$ cat src/rtl/pwm_pkg.sv
package pwm_pkg;
  localparam int unsigned PWM_DW = 16;
  localparam int unsigned PWM_NW = 8;
  localparam int unsigned PWM_AW = 3;

  typedef logic [PWM_DW-1:0] word_t;

  typedef enum logic [PWM_AW-1:0] {
    ADR_CTRL = 3'd0,
    ADR_INV  = 3'd1,
    ADR_PER  = 3'd2,
    ADR_CMP0 = 3'd3,
    ADR_CMP1 = 3'd4
  } reg_addr_e;

  localparam int unsigned CB_EN      = 0;
  localparam int unsigned CB_WIDE    = 1;
  localparam int unsigned CB_SRST    = 2;
  localparam int unsigned CB_PSC_LSB = 4;

  localparam word_t TOP_DEFAULT = word_t'(1);

  typedef struct packed {
    logic              valid;
    logic [PWM_AW-1:0] addr;
    word_t             data;
  } apply_t;

  // Narrow mode keeps only the low byte of a write.
  function automatic word_t trim_lane(input logic wide, input word_t d);
    return wide ? d : {{(PWM_DW-PWM_NW){1'b0}}, d[PWM_NW-1:0]};
  endfunction

  function automatic word_t select_top(input logic wide, input word_t per, input word_t cmp0);
    return wide ? cmp0 : per;
  endfunction

  function automatic logic duty_active(input word_t cnt, input word_t cmp);
    return cnt < cmp;
  endfunction

  function automatic word_t cmp_default(input int idx);
    return (idx == 0) ? TOP_DEFAULT : '0;
  endfunction
endpackage

$ cat src/rtl/pwm_sync.sv
module pwm_sync
  import pwm_pkg::*;
#(
  parameter int unsigned SYNC_CYCLES = 2
) (
  input  logic              clk,
  input  logic              rst_n,
  input  logic              wr_en,
  input  logic [PWM_AW-1:0] wr_addr,
  input  word_t             wr_data,
  output logic              busy,
  output apply_t            apply
);
  localparam int unsigned CW = $clog2(SYNC_CYCLES + 1);

  logic [CW-1:0]     cnt;
  logic [PWM_AW-1:0] st_addr;
  word_t             st_data;
  logic              accept;

  assign accept = wr_en && (cnt == '0);

  always_ff @(posedge clk or negedge rst_n) begin
    if (!rst_n) begin
      cnt     <= '0;
      st_addr <= '0;
      st_data <= '0;
    end else if (accept) begin
      cnt     <= CW'(SYNC_CYCLES);
      st_addr <= wr_addr;
      st_data <= wr_data;
    end else if (cnt != '0) begin
      cnt <= cnt - 1'b1;
    end
  end

  assign busy        = (cnt != '0);
  assign apply.valid = (cnt == CW'(1));
  assign apply.addr  = st_addr;
  assign apply.data  = st_data;

  AST_BUSY_ON_ACCEPT: assert property (@(posedge clk) disable iff (!rst_n)
    accept |=> busy);
  AST_APPLY_ONCE: assert property (@(posedge clk) disable iff (!rst_n)
    apply.valid |=> !apply.valid);
  AST_DROP_WHILE_BUSY: assert property (@(posedge clk) disable iff (!rst_n)
    (busy && !apply.valid) |=> $stable(st_data));
endmodule

$ cat src/rtl/pwm_prescaler.sv
module pwm_prescaler #(
  parameter int unsigned SEL_W = 3
) (
  input  logic             clk,
  input  logic             rst_n,
  input  logic             clr,
  input  logic             run,
  input  logic [SEL_W-1:0] sel,
  output logic             tick
);
  localparam int unsigned DIV_W = (1 << SEL_W) - 1;

  logic [DIV_W-1:0] pcnt;
  logic [DIV_W-1:0] limit;

  // limit = 2^sel - 1, built bit by bit
  always_comb begin
    limit = '0;
    for (int b = 0; b < DIV_W; b++) begin
      if (b < int'(sel)) limit[b] = 1'b1;
    end
  end

  assign tick = run && (pcnt >= limit);

  always_ff @(posedge clk or negedge rst_n) begin
    if (!rst_n) begin
      pcnt <= '0;
    end else if (clr) begin
      pcnt <= '0;
    end else if (run) begin
      pcnt <= tick ? '0 : pcnt + 1'b1;
    end
  end

  AST_IDLE_NO_TICK: assert property (@(posedge clk) disable iff (!rst_n)
    (!run && !clr) |=> $stable(pcnt));
endmodule

$ cat src/rtl/pwm_counter.sv
module pwm_counter
  import pwm_pkg::*;
#(
  parameter int unsigned NUM_CH = 2
) (
  input  logic   clk,
  input  logic   rst_n,
  input  logic   clr,
  input  logic   restart,
  input  logic   tick,
  input  logic   wide,
  input  apply_t ap,
  output word_t  count,
  output word_t  top,
  output logic   wrap,
  output word_t  cmp_act [NUM_CH]
);
  word_t per_buf, per_act;
  word_t cmp_buf [NUM_CH];

  assign top  = select_top(wide, per_act, cmp_act[0]);
  assign wrap = tick && (count >= top);

  always_ff @(posedge clk or negedge rst_n) begin
    if (!rst_n) begin
      count   <= '0;
      per_buf <= TOP_DEFAULT;
      per_act <= TOP_DEFAULT;
      for (int i = 0; i < NUM_CH; i++) begin
        cmp_buf[i] <= cmp_default(i);
        cmp_act[i] <= cmp_default(i);
      end
    end else if (clr) begin
      count   <= '0;
      per_buf <= TOP_DEFAULT;
      per_act <= TOP_DEFAULT;
      for (int i = 0; i < NUM_CH; i++) begin
        cmp_buf[i] <= cmp_default(i);
        cmp_act[i] <= cmp_default(i);
      end
    end else begin
      if (restart) begin
        count <= '0;
      end else if (tick) begin
        count <= wrap ? '0 : count + 1'b1;
      end
      if (ap.valid && (ap.addr == ADR_PER)) per_buf <= trim_lane(wide, ap.data);
      if (wrap) per_act <= per_buf;
      for (int i = 0; i < NUM_CH; i++) begin
        if (ap.valid && (ap.addr == PWM_AW'(int'(ADR_CMP0) + i)))
          cmp_buf[i] <= trim_lane(wide, ap.data);
        if (wrap) cmp_act[i] <= cmp_buf[i];
      end
    end
  end

  AST_COUNT_IN_RANGE: assert property (@(posedge clk) disable iff (!rst_n)
    count <= top);
  AST_HOLD_NO_TICK: assert property (@(posedge clk) disable iff (!rst_n)
    (!tick && !clr && !restart) |=> $stable(count));
  AST_PER_AT_WRAP: assert property (@(posedge clk) disable iff (!rst_n)
    (!wrap && !clr) |=> $stable(per_act));

  for (genvar g = 0; g < NUM_CH; g++) begin : g_commit
    AST_COMMIT_AT_WRAP: assert property (@(posedge clk) disable iff (!rst_n)
      (!wrap && !clr) |=> $stable(cmp_act[g]));
  end
endmodule

$ cat src/rtl/pwm_channel.sv
module pwm_channel
  import pwm_pkg::*;
#(
  parameter int unsigned CH_IDX = 0
) (
  input  logic  clk,
  input  logic  rst_n,
  input  logic  en,
  input  logic  wide,
  input  logic  inv,
  input  word_t count,
  input  word_t cmp,
  output logic  out
);
  logic owns_top;
  logic raw;

  assign owns_top = wide && (CH_IDX == 0);
  assign raw      = en && !owns_top && duty_active(count, cmp);
  assign out      = raw ^ inv;

  AST_IDLE_LEVEL: assert property (@(posedge clk) disable iff (!rst_n)
    !en |-> (out == inv));
  AST_ZERO_DUTY: assert property (@(posedge clk) disable iff (!rst_n)
    (cmp == '0) |-> (out == inv));
  if (CH_IDX == 0) begin : g_top_owner
    AST_WIDE_CH0_OFF: assert property (@(posedge clk) disable iff (!rst_n)
      wide |-> (out == inv));
  end
endmodule

$ cat src/rtl/pwm_timer.sv
module pwm_timer
  import pwm_pkg::*;
#(
  parameter int unsigned SYNC_CYCLES = 2,
  parameter int unsigned PSC_SEL_W   = 3,
  parameter int unsigned NUM_CH      = 2
) (
  input  logic              clk,
  input  logic              rst_n,
  input  logic              wr_en,
  input  logic [PWM_AW-1:0] wr_addr,
  input  logic [PWM_DW-1:0] wr_data,
  output logic              busy,
  output logic [NUM_CH-1:0] pwm_out
);
  apply_t               ap;
  logic                 en_q, wide_q;
  logic [PSC_SEL_W-1:0] psc_q;
  logic [NUM_CH-1:0]    inv_q;
  logic                 ctrl_hit, soft_rst, mode_restart, inv_hit;
  logic                 tick, wrap;
  word_t                count, top;
  word_t                cmp_act [NUM_CH];

  pwm_sync #(.SYNC_CYCLES(SYNC_CYCLES)) i_sync (
    .clk(clk), .rst_n(rst_n), .wr_en(wr_en), .wr_addr(wr_addr),
    .wr_data(wr_data), .busy(busy), .apply(ap)
  );

  assign ctrl_hit     = ap.valid && (ap.addr == ADR_CTRL);
  assign soft_rst     = ctrl_hit && ap.data[CB_SRST];
  assign inv_hit      = ap.valid && (ap.addr == ADR_INV);
  assign mode_restart = ctrl_hit && !soft_rst && !en_q && (ap.data[CB_WIDE] != wide_q);

  always_ff @(posedge clk or negedge rst_n) begin
    if (!rst_n) begin
      en_q   <= 1'b0;
      wide_q <= 1'b0;
      psc_q  <= '0;
      inv_q  <= '0;
    end else if (soft_rst) begin
      en_q   <= 1'b0;
      wide_q <= 1'b0;
      psc_q  <= '0;
      inv_q  <= '0;
    end else begin
      if (ctrl_hit) begin
        en_q  <= ap.data[CB_EN];
        psc_q <= ap.data[CB_PSC_LSB +: PSC_SEL_W];
        if (!en_q) wide_q <= ap.data[CB_WIDE];
      end
      if (inv_hit && !en_q) inv_q <= ap.data[NUM_CH-1:0];
    end
  end

  pwm_prescaler #(.SEL_W(PSC_SEL_W)) i_psc (
    .clk(clk), .rst_n(rst_n), .clr(soft_rst), .run(en_q), .sel(psc_q), .tick(tick)
  );

  pwm_counter #(.NUM_CH(NUM_CH)) i_cnt (
    .clk(clk), .rst_n(rst_n), .clr(soft_rst), .restart(mode_restart), .tick(tick),
    .wide(wide_q), .ap(ap), .count(count), .top(top), .wrap(wrap), .cmp_act(cmp_act)
  );

  for (genvar c = 0; c < NUM_CH; c++) begin : g_ch
    pwm_channel #(.CH_IDX(c)) i_ch (
      .clk(clk), .rst_n(rst_n), .en(en_q), .wide(wide_q), .inv(inv_q[c]),
      .count(count), .cmp(cmp_act[c]), .out(pwm_out[c])
    );
  end

  AST_INV_LOCKED: assert property (@(posedge clk) disable iff (!rst_n)
    (en_q && !soft_rst) |=> $stable(inv_q));
  AST_SRST_DEFAULTS: assert property (@(posedge clk) disable iff (!rst_n)
    soft_rst |=> (!en_q && (inv_q == '0) && (pwm_out == '0) && (top == TOP_DEFAULT)));
  AST_MODE_LOCKED: assert property (@(posedge clk) disable iff (!rst_n)
    (en_q && !soft_rst) |=> $stable(wide_q));
  AST_WRAP_TO_ZERO: assert property (@(posedge clk) disable iff (!rst_n)
    (wrap && !soft_rst) |=> (count == '0));
endmodule

$ cat config.mk
export PLATFORM = sky130hd
export DESIGN_NAME = pwm_timer
export DESIGN_NICKNAME = d
export VERILOG_FILES = /design/src/rtl/pwm_pkg.sv /design/src/rtl/pwm_sync.sv /design/src/rtl/pwm_prescaler.sv /design/src/rtl/pwm_counter.sv /design/src/rtl/pwm_channel.sv /design/src/rtl/pwm_timer.sv
export SDC_FILE = /design/constraint.sdc
export NUM_CORES = 1
export LEC_CHECK = 0
export BUFFER_PORTS_ARGS = -buffer_cell sky130_fd_sc_hd__buf_2
export CAP_MARGIN = 20
export CORE_MARGIN = 2
export CORE_UTILIZATION = 41
export DETAILED_ROUTE_END_ITERATION = 10
export GPL_TIMING_DRIVEN = 0
export PLACE_DENSITY_LB_ADDON = 0.12
export SYNTH_ARGS = -nofsm -noshare
export SYNTH_HDL_FRONTEND = slang
export SYNTH_SLANG_ARGS = --single-unit
$ cat constraint.sdc
create_clock -name clk -period 4.1 [get_ports clk]
set_input_delay 0.82 -clock clk [delete_from_list [all_inputs] [get_ports clk]]
set_output_delay 0.82 -clock clk [all_outputs]
set_load 0.01 [all_outputs]
==> results.py <==
metrics = {
    "run_status": {
        "status": "finished clean",
    },
    "clock_network": {
        "cts_buffer_depth": 2,
        "cts_num_sinks": 147,
        "htreeDepth": 4,
        "clock_latency_ns": 0.43,
        "clk_pin_slew_ns": 0.07,
        "cts_tree": "yes",
        "cts_buffers": 17,
        "ctsRootBufferMaster": "clkbuf_16",
    },
    "worst_setup_path": {
        "arrival_ns": 2.98,
        "start_kind": "register",
        "timing.rr.start": "wide_q",
        "reg2reg_to": "i_cnt.cmp_act[21]",
        "endpoint_kind": "primary output",
        "required_ns": 3.28,
        "crit_type": "reg -> out",
        "path_cells": "ha_1, a2111oi_0, o21bai_1, a221o_1, a21oi_1, xor2_1, buf_4, buf_2",
        "path_max_fanout": 6,
        "reg2reg_slack_ns": 0.30,
        "ff2ff_path_depth": 11,
        "crit_family": "compound AO/OA/AOI/OAI gates",
        "cpPeakStageDelay_ns": 0.46,
        "crit_buf_inv": 2,
        "crit_start": "i_cnt.count[1]",
        "cpMaxStageDelayCell": "dfrtp_1",
    },
    "global_route": {
        "grt_pass1_vias": 5578,
        "grt_usage": 0.199,
        "overflow": 0,
        "grt_max_degree": 85,
        "antenna_found_initial": 0,
        "grt_first_pass_wirelength_um": 30400,
    },
    "cells_and_area": {
        "nNetsFinal": 855,
        "antennaDiodeCount": 0,
        "finalNonFillerCells": 1018,
        "layout-area-overhead-vs-synth_pct": 13.9,
        "fill_cells": 1652,
        "layout-drive-gt1-share": 0.138,
    },
    "routing": {
        "routed-wl-met2_um": 8690,
        "vias": 5593,
        "top_layer_used": "met4",
        "dr.pass1.iters": 5,
        "antenna_left": 0,
        "drt_iter0_markers": 330,
        "drc": 0,
        "wl_met3_um": 561,
        "viasPerCell": 5.49,
        "wl_met1_um": 9070,
        "wl_per_cell_um": 18.2,
        "totalWireLength_um": 18600,
    },
    "die": {
        "io_pins": 25,
        "start_util": 0.419,
        "rows": 49,
        "dieArea_um2": 19500,
        "die_width_um": 139,
        "coreArea_um2": 18000,
        "dieHeight_um": 139,
    },
    "power_and_ir_drop": {
        "vdd_ir_drop_max_mv": 0.438,
        "finalPower_mw": 6.52,
        "power_density_nw_per_um2": 761,
        "power_leakage_nw": 3.95,
    },
    "logic_synthesis": {
        "syn-cell-area_um2": 7520,
        "synth_edf_count": 0,
        "synthCells": 732,
        "synthTopCellsByArea": "dfrtp_1, ha_1, a22o_1",
        "syn_area_per_cell_um2": 10.3,
        "synth.most_common_cell": "dfrtp_1",
        "ys_ff_latch": 147,
        "ys_seq_area_frac": 0.490,
        "synth-async-reset-ratio": 1.00,
        "synth_common_cells": "dfrtp_1, nand2_1, ha_1",
        "syn-num-nets": 811,
        "synth.distinct_cells": 56,
        "yosysTopAreaCellShare": 0.476,
        "synth_area_leader_cell": "dfrtp_1",
        "synthFlopType": "dfrtp_1",
        "yosys_warnings": 0,
    },
    "timing": {
        "hold_viol": 0,
        "drv_slew": 0,
        "fin_crit_sh": 0.927,
        "timing.final.ws_setup_ns": 0.298,
        "setup_viol": 0,
        "rsz0062_at_grt": "false",
        "tightest_slew_ns": 0.888,
        "skew_ns": 0.0114,
        "fmax_mhz": 263,
        "slew_headroom": 0.408,
        "fin_crit_ns": 3.80,
    },
    "worst_hold_path": {
        "min_path_type": "in -> async",
    },
    "placed_design": {
        "dp_slack_ns": -0.00782,
        "dp.cells": 986,
        "placement.io_buffers": 24,
        "dpl.hpwl_um": 14000,
        "gp_congestion": 0.823,
    },
    "flow_run": {
        "maxCapViolations": 0,
    },
}
==> sequential cells by signal, indices dropped and copies added, names as in the netlist <==
signal          count
psc_q               3
inv_q               2
i_cnt.per_buf      16
i_cnt.cmp_buf      32
i_cnt.count        16
en_q                1
i_sync.st_data     16
wide_q              1
i_cnt.per_act      16
i_psc.pcnt          7
i_sync.cnt          2
i_sync.st_addr      3
i_cnt.cmp_act      32
==> cell families after synthesis <==
| group | Yosys count | share of synthesized area |
|---|---|---|
| AO/OA/AOI/OAI | 183 | 0.165 |
| XOR/XNOR | 3 | 0.00349 |
| adder cells (fa/ha/maj) | 57 | 0.0948 |
| buffers and inverters | 86 | 0.0549 |
| flip-flops | 147 | 0.490 |
| multiplexers | 41 | 0.0577 |
| AND/OR/NAND/NOR | 215 | 0.135 |
==> routing by layer <==
| layer | track usage | vias up |
|---|---|---|
| met2 | 0.318 | 92 |
| li1 | - | 2712 |
| met5 | 0 | - |
| met3 | 0.0348 | 18 |
| met4 | 0.0526 | 0 |
| met1 | 0.283 | 2771 |
==> per-stage QoR <==
stage | util | hold slack [ns] | TNS [ns] | instance area (um^2)
after floorplan | - | 0.446 | 0 | 7520
after global placement | 0.442 | 0.470 | 0 | 7930
after detailed placement | 0.443 | 0.475 | -0.00782 | 7970
after CTS | 0.477 | 0.407 | 0 | 8570
after global routing | 0.477 | 0.420 | 0 | 8570
final | 0.477 | 0.373 | 0 | 8570
==> power by group <==
part	switching [mW]	internal [mW]	total, mW
Combinational	1.48	1.04	2.52
Sequential	0.455	1.96	2.42
Clock	0.709	0.871	1.58
Total	2.65	3.88	6.52
==> repair_timing <==
| action | in CTS | in global routing |
|---|---|---|
| hold buffers | 0 | 0 |
| setup endpoints to repair | 7 | 7 |
| resized for setup | 2 | 1 |
| setup buffers | 0 | 0 |
==> worst max path at each step <==
| stage | slack (ns) | cells past startpoint | to |
|---|---|---|---|
| floorplan | 1.17 | 12 | i_cnt.cmp_act[0] |
| global placement | 0.02 | 12 | i_cnt.cmp_act[30] |
| detailed placement | -0.008 | 12 | i_cnt.cmp_act[29] |
| CTS | 0.19 | 12 | i_cnt.cmp_act[29] |
| global route | 0.08 | 12 | i_cnt.cmp_act[29] |
| finish | 0.30 | 8 | pwm_out[0] |
==> cell usage in the layout, fill, tap and decap left out, types with 5 or more instances in the layout <==
cell type	instances
o211ai_1	6
inv_1	47
dfrtp_1	143
nor2b_1	7
a22o_1	51
nor2_1	26
ha_1	57
a21oi_1	33
o21ai_0	53
o21ai_1	6
inv_8	5
mux2i_1	22
nand2_1	104
nand3_1	33
clkbuf_1	18
mux2_2	19
a31oi_1	5
clkbuf_16	17
nand4_1	12
nand2b_1	6
nor3_1	5
buf_6	10
buf_2	29
==> area by class of cell <==
class	count	area [um^2]	share of cell area
inverters	47	176	0.0206
clock buffers	18	429	0.0501
plain buffers	39	245	0.0286
well taps	229	287	0.0334
multi-input cells	499	3430	0.400
repair buffers	25	154	0.0180
clock inverters	14	164	0.0191
flip-flops and latches	147	3680	0.430
Power figures use the tool's default switching activity.
